**config.mk**
```make
export PLATFORM = sky130hd
export DESIGN_NAME = srx_core
export DESIGN_NICKNAME = d
export VERILOG_FILES = /design/src/rtl/srx_pkg.sv /design/src/rtl/srx_sync_edge.sv /design/src/rtl/srx_sclk_gen.sv /design/src/rtl/srx_shifter.sv /design/src/rtl/srx_core.sv
export SDC_FILE = /design/constraint.sdc
export NUM_CORES = 1
export LEC_CHECK = 0
export BUFFER_PORTS_ARGS = -buffer_cell sky130_fd_sc_hd__buf_4
export CAP_MARGIN = 20
export CORE_MARGIN = 1
export CORE_UTILIZATION = 38
export DETAILED_ROUTE_END_ITERATION = 10
export GPL_ROUTABILITY_DRIVEN = 0
export SETUP_SLACK_MARGIN = 0.1
export SYNTH_ARGS = -nofsm -noshare
export SYNTH_HDL_FRONTEND = slang
export SYNTH_SLANG_ARGS = --single-unit
```
**constraint.sdc**
```tcl
create_clock -name clk -period 3.3 [get_ports clk]
set_input_delay 0.33 -clock clk [delete_from_list [all_inputs] [get_ports clk]]
set_output_delay 0.33 -clock clk [all_outputs]
set_load 0.1 [all_outputs]
```
**src/rtl/srx_pkg.sv**
```systemverilog
package srx_pkg;
  typedef enum logic {
    SRC_INT = 1'b0,
    SRC_EXT = 1'b1
  } clk_src_e;
endpackage

```
**src/rtl/srx_sync_edge.sv**
```systemverilog
module srx_sync_edge #(
  parameter int STAGES = 2
) (
  input  logic clk,
  input  logic rst_n,
  input  logic d,
  output logic q,
  output logic rise
);
  logic [STAGES-1:0] chain;
  logic              q_prev;

  always_ff @(posedge clk or negedge rst_n) begin
    if (!rst_n) begin
      chain  <= '0;
      q_prev <= 1'b0;
    end else begin
      chain  <= {chain[STAGES-2:0], d};
      q_prev <= chain[STAGES-1];
    end
  end

  assign q    = chain[STAGES-1];
  assign rise = chain[STAGES-1] & ~q_prev;
endmodule

```
**src/rtl/srx_sclk_gen.sv**
```systemverilog
module srx_sclk_gen #(
  parameter int DIV_W = 8
) (
  input  logic             clk,
  input  logic             rst_n,
  input  logic             run,
  input  logic [DIV_W-1:0] div,
  output logic             sclk,
  output logic             sample
);
  logic [DIV_W-1:0] cnt;
  logic             tick;

  assign tick   = run && (cnt == div);
  // a sample coincides with the rising transition of the output clock
  assign sample = tick && !sclk;

  always_ff @(posedge clk or negedge rst_n) begin
    if (!rst_n) begin
      cnt  <= '0;
      sclk <= 1'b1;
    end else if (!run) begin
      cnt  <= '0;
      sclk <= 1'b1;
    end else if (tick) begin
      cnt  <= '0;
      sclk <= ~sclk;
    end else begin
      cnt  <= cnt + 1'b1;
    end
  end
endmodule

```
**src/rtl/srx_shifter.sv**
```systemverilog
module srx_shifter #(
  parameter int DATA_W = 8,
  localparam int IDX_W = $clog2(DATA_W)
) (
  input  logic              clk,
  input  logic              rst_n,
  input  logic              clr,
  input  logic              shift_en,
  input  logic              din,
  output logic [DATA_W-1:0] word_next,
  output logic [IDX_W-1:0]  bit_idx,
  output logic              done
);
  logic [DATA_W-1:0] shreg;

  assign word_next = {din, shreg[DATA_W-1:1]};
  assign done      = shift_en && (bit_idx == IDX_W'(DATA_W-1));

  always_ff @(posedge clk or negedge rst_n) begin
    if (!rst_n) begin
      shreg   <= '0;
      bit_idx <= '0;
    end else if (clr) begin
      shreg   <= '0;
      bit_idx <= '0;
    end else if (shift_en) begin
      shreg   <= word_next;
      bit_idx <= done ? '0 : bit_idx + 1'b1;
    end
  end
endmodule

```
**src/rtl/srx_core.sv**
```systemverilog
module srx_core
  import srx_pkg::*;
#(
  parameter int DATA_W = 8,
  parameter int DIV_W  = 8,
  parameter int SYNC_STAGES = 2,
  localparam int IDX_W = $clog2(DATA_W)
) (
  input  logic              clk,
  input  logic              rst_n,
  input  logic              clk_src_ext,
  input  logic [DIV_W-1:0]  div,
  input  logic              rx_en,
  input  logic              rx_abort,
  input  logic              sclk_i,
  input  logic              sdi,
  output logic              sclk_o,
  output logic [DATA_W-1:0] rx_data,
  output logic              rx_valid,
  input  logic              rx_ready,
  output logic              rx_irq,
  output logic              rx_busy
);
  clk_src_e          src, src_q;
  logic              en_q, start, mode_chg;
  logic              sclk_s, ext_rise, sdi_s, sdi_rise;
  logic              int_run, int_sample, sample;
  logic [DATA_W-1:0] word_next;
  logic [IDX_W-1:0]  bit_idx;
  logic              done;
  logic              mid_frame;

  assign src       = clk_src_e'(clk_src_ext);
  assign start     = rx_en && !en_q;
  assign mode_chg  = (src != src_q);
  assign mid_frame = (bit_idx != '0);

  always_ff @(posedge clk or negedge rst_n) begin
    if (!rst_n) begin
      src_q <= SRC_INT;
      en_q  <= 1'b0;
    end else begin
      src_q <= src;
      en_q  <= rx_en;
    end
  end

  srx_sync_edge #(.STAGES(SYNC_STAGES)) u_sclk_sync (
    .clk(clk), .rst_n(rst_n), .d(sclk_i), .q(sclk_s), .rise(ext_rise)
  );

  srx_sync_edge #(.STAGES(SYNC_STAGES)) u_sdi_sync (
    .clk(clk), .rst_n(rst_n), .d(sdi), .q(sdi_s), .rise(sdi_rise)
  );

  // internal clock parks whenever a byte waits for the host
  assign int_run = rx_busy && (src == SRC_INT) && !rx_valid && !rx_abort
                   && (rx_en || mid_frame);

  srx_sclk_gen #(.DIV_W(DIV_W)) u_sclk_gen (
    .clk(clk), .rst_n(rst_n), .run(int_run), .div(div),
    .sclk(sclk_o), .sample(int_sample)
  );

  always_comb begin
    sample = 1'b0;
    if (rx_busy && !rx_abort) begin
      if (src == SRC_EXT) sample = ext_rise;
      else                sample = int_sample;
    end
  end

  srx_shifter #(.DATA_W(DATA_W)) u_shifter (
    .clk(clk), .rst_n(rst_n), .clr(!rx_busy || rx_abort),
    .shift_en(sample), .din(sdi_s),
    .word_next(word_next), .bit_idx(bit_idx), .done(done)
  );

  always_ff @(posedge clk or negedge rst_n) begin
    if (!rst_n) begin
      rx_busy <= 1'b0;
    end else if (rx_abort) begin
      rx_busy <= 1'b0;
    end else if (!rx_busy && start) begin
      rx_busy <= 1'b1;
    end else if (rx_busy && !rx_en && !mid_frame && !sample) begin
      rx_busy <= 1'b0;
    end
  end

  always_ff @(posedge clk or negedge rst_n) begin
    if (!rst_n) begin
      rx_data  <= '0;
      rx_valid <= 1'b0;
      rx_irq   <= 1'b0;
    end else begin
      rx_irq <= done && !mode_chg;
      if (mode_chg) begin
        rx_data  <= '0;
        rx_valid <= 1'b0;
      end else if (done) begin
        rx_data  <= word_next;
        rx_valid <= 1'b1;
      end else if (rx_valid && rx_ready) begin
        rx_valid <= 1'b0;
      end
    end
  end

  logic unused_ok;
  assign unused_ok = sclk_s ^ sdi_rise;
endmodule

```
==> flow_summary.yaml <==
run_status:
  outcome: "finished, violations left"
  violations: "negative hold slack"
synthesis:
  syn_avg_cell_area_um2: 10.0
  synth_ff_type: "dfrtp_1"
  yosysMostFrequentCell: "dfrtp_1"
  syn_inst: 203
  ys_seq_elements: 37
  synth_commonest_cells: "dfrtp_1, nand2_1, nand3_1, xnor2_1"
  synth_seq_area_share_pct: 45.6
  async_flop_share_pct: 100
  yosysWarnings: 0
  yosys.area.top_type_share_pct: 44.3
  synth_nets: 223
  ys_top_cells_by_area: "dfrtp_1, nand2_1, xnor2_1"
  synth.cell_area_um2: 2030
  synth_edf_count: 0
  synth_cell_types: 43
  yosysTopAreaCell: "dfrtp_1"
sta:
  fin_setup_tns_ps: 0
  post-route-period-util_pct: 74.1
  max_freq_ghz: 0.409
  tightest_slew_ps: 783
  fin_ws_ps: 855
  period_needed_ps: 2440
  finalMaxSlewViolations: 0
  finalSetupViolCount: 0
  skew_ps: 7.16
  max_slew_margin_pct: 47.7
  finalHoldViolations: 20
  grt_setup_unrepaired: "no"
  holdWs_ps: -12.2
clocking:
  cts_tree: "yes"
  cts_resized: 0
  cts_setup_buffers: 0
  cts.sinks: 37
  numCtsBuffers: 5
  clk_latency_ps: 290
  htreeDepth: 2
  max-clock-path-buffers: 2
  cts_root_buf: "clkbuf_8"
  ctsHoldBuffers: 0
  path_clk_slew_ps: 80
grt:
  groute.usage.overall_pct: 16.9
  gr-total-overflow: 0
  grt_max_degree: 38
  grt_pass1_wl_mm: 7.13
  grt_pass1_vias: 1475
  antenna_found_initial: 0
placement:
  hpwl_mm: 2.81
  portBuffers: 27
  pre_cts_ws_ps: 785
  place_inst: 289
finish:
  antenna_cells: 0
  layout.nets: 246
  final_cells: 297
  area_growth_pct: 16.0
  drive_gt1_share_pct: 21.6
setup_path:
  path_cells: "or4b_4 > or3_1 > o311a_4 > a221o_1"
  crit_path_max_incr_delay_ps: 570
  arrival_ps: 2630
  r2r-start: "rx_valid"
  required_ps: 3480
  startpoint_type: "flip-flop"
  crit_slowest_cell: "or3_1"
  r2r_end: "rx_data[3]"
  r2r_cells: 4
  crit_type: "flip-flop to flip-flop"
  crit_fanout: 17
  cp-end-kind: "flip-flop"
  cp-endpoint: "rx_data[3]"
  reg2reg_slack_ps: 860
  startpoint: "rx_valid"
detailed_routing:
  drt_iter0_drc: 119
  final_antenna_net_count: 0
  drc_errors: 0
  viasPerCell: 5.46
  wl_mm: 4.24
  dr.max_layer_used: "met4"
  dr_total_vias: 1622
  dr_wl_met2_mm: 1.90
  wl_met3_um: 130
  wl_met1_mm: 2.12
  routedWlPerCell_um: 14.3
  drtPass1Iterations: 4
job:
  cap_violations: 0
die:
  initial_core_util_pct: 39.6
  coreArea_um2: 5140
  pin_count: 28
  core.rowCount: 26
  die_w_um: 75.2
  die-area_um2: 5650
  die_h_um: 75.2
power:
  peakVddDrop_mv: 0.216
  p_leak_nw: 1.05
  p_per_area_nw_per_um2: 378
min_path:
  hold_path_class: "primary input to asynchronous set/reset pin"
[power by group]
group          total [mW]  internal, mW  switching [mW]
Sequential          0.462         0.458         0.00330
Clock               0.358         0.189           0.169
Combinational      0.0730        0.0282          0.0448
Total               0.893         0.676           0.217
[placed cells by master (no fill, tap or decap), types with 4 or more instances in the layout]
master     instances
a221o_1            8
xnor2_1           10
xor2_1             5
clkbuf_8           7
o22ai_1            8
buf_4             29
and3_1             9
nor3_1             9
dfrtp_1           36
nand3_1           13
ha_1               4
or4_2              5
nand2_1           31
o21ai_0            9
a2bb2oi_1          7
[through the flow]
| step | total power, mW | utilization [%] | instance area (um2) |
|---|---|---|---|
| finish | 0.893 | 45.9 | 2360 |
| floorplan | 0.510 | - | 2030 |
| global placement | 0.545 | 43.9 | 2260 |
| detailed placement | 0.544 | 43.9 | 2260 |
| CTS | 0.901 | 45.9 | 2360 |
| global route | 0.924 | 45.9 | 2360 |
[worst max-delay path: cells and delay by family, from the launching register on]
kind / cells / cell delay, ps
AOI/OAI and AO/OA: 2 / 810
DFF: 1 / 410
and+or+nand+nor: 2 / 1110
[per-layer routing]
metal,vias to the layer above,track usage (%)
li1,802,-
met1,786,23.9
met2,28,25.1
met3,6,3.61
met4,0,7.41
met5,-,0
[kinds of logic after synthesis]
| logic type | after synthesis | synth area share [%] |
|---|---|---|
| xor+xnor | 15 | 6.46 |
| buf+inv | 15 | 4.37 |
| mux | 2 | 0.984 |
| compound gates | 38 | 14.5 |
| simple gates | 92 | 25.7 |
| fa+ha+maj | 4 | 2.46 |
| flops | 37 | 45.6 |
[how the worst min path moves through the flow]
stage	startpoint	endpoint	slack, ps	cells after the start
after floorplan	rst_n	en_q	30	0
after global placement	rst_n	rx_data[6]	330	1
after detailed placement	rst_n	rx_data[6]	330	1
after CTS	rst_n	rx_data[6]	3	1
after global routing	rst_n	rx_data[6]	30	1
final	rst_n	rx_data[6]	-10	1
[sequential cells by signal (all words and copies together) (netlist names)]
register and count:
rx_data 8, u_sclk_gen.cnt 8, u_shifter.shreg 7, u_shifter.bit_idx 3, u_sclk_sync.chain 2, u_sdi_sync.chain 2, en_q 1, rx_busy 1
rx_irq 1, rx_valid 1, src_q 1, u_sclk_gen.sclk 1, u_sclk_sync.q_prev 1
[area by class of cell]
type / instances / area (um2)
fillers: 513 / 2780
multi-input cells: 151 / 1020
flip-flops and latches: 37 / 927
repair buffers: 29 / 218
clock buffers: 7 / 96.3
well taps: 70 / 87.6
inverters: 2 / 7.51
clock inverters: 1 / 5.00
No activity file was read; power rests on OpenSTA's default activity.
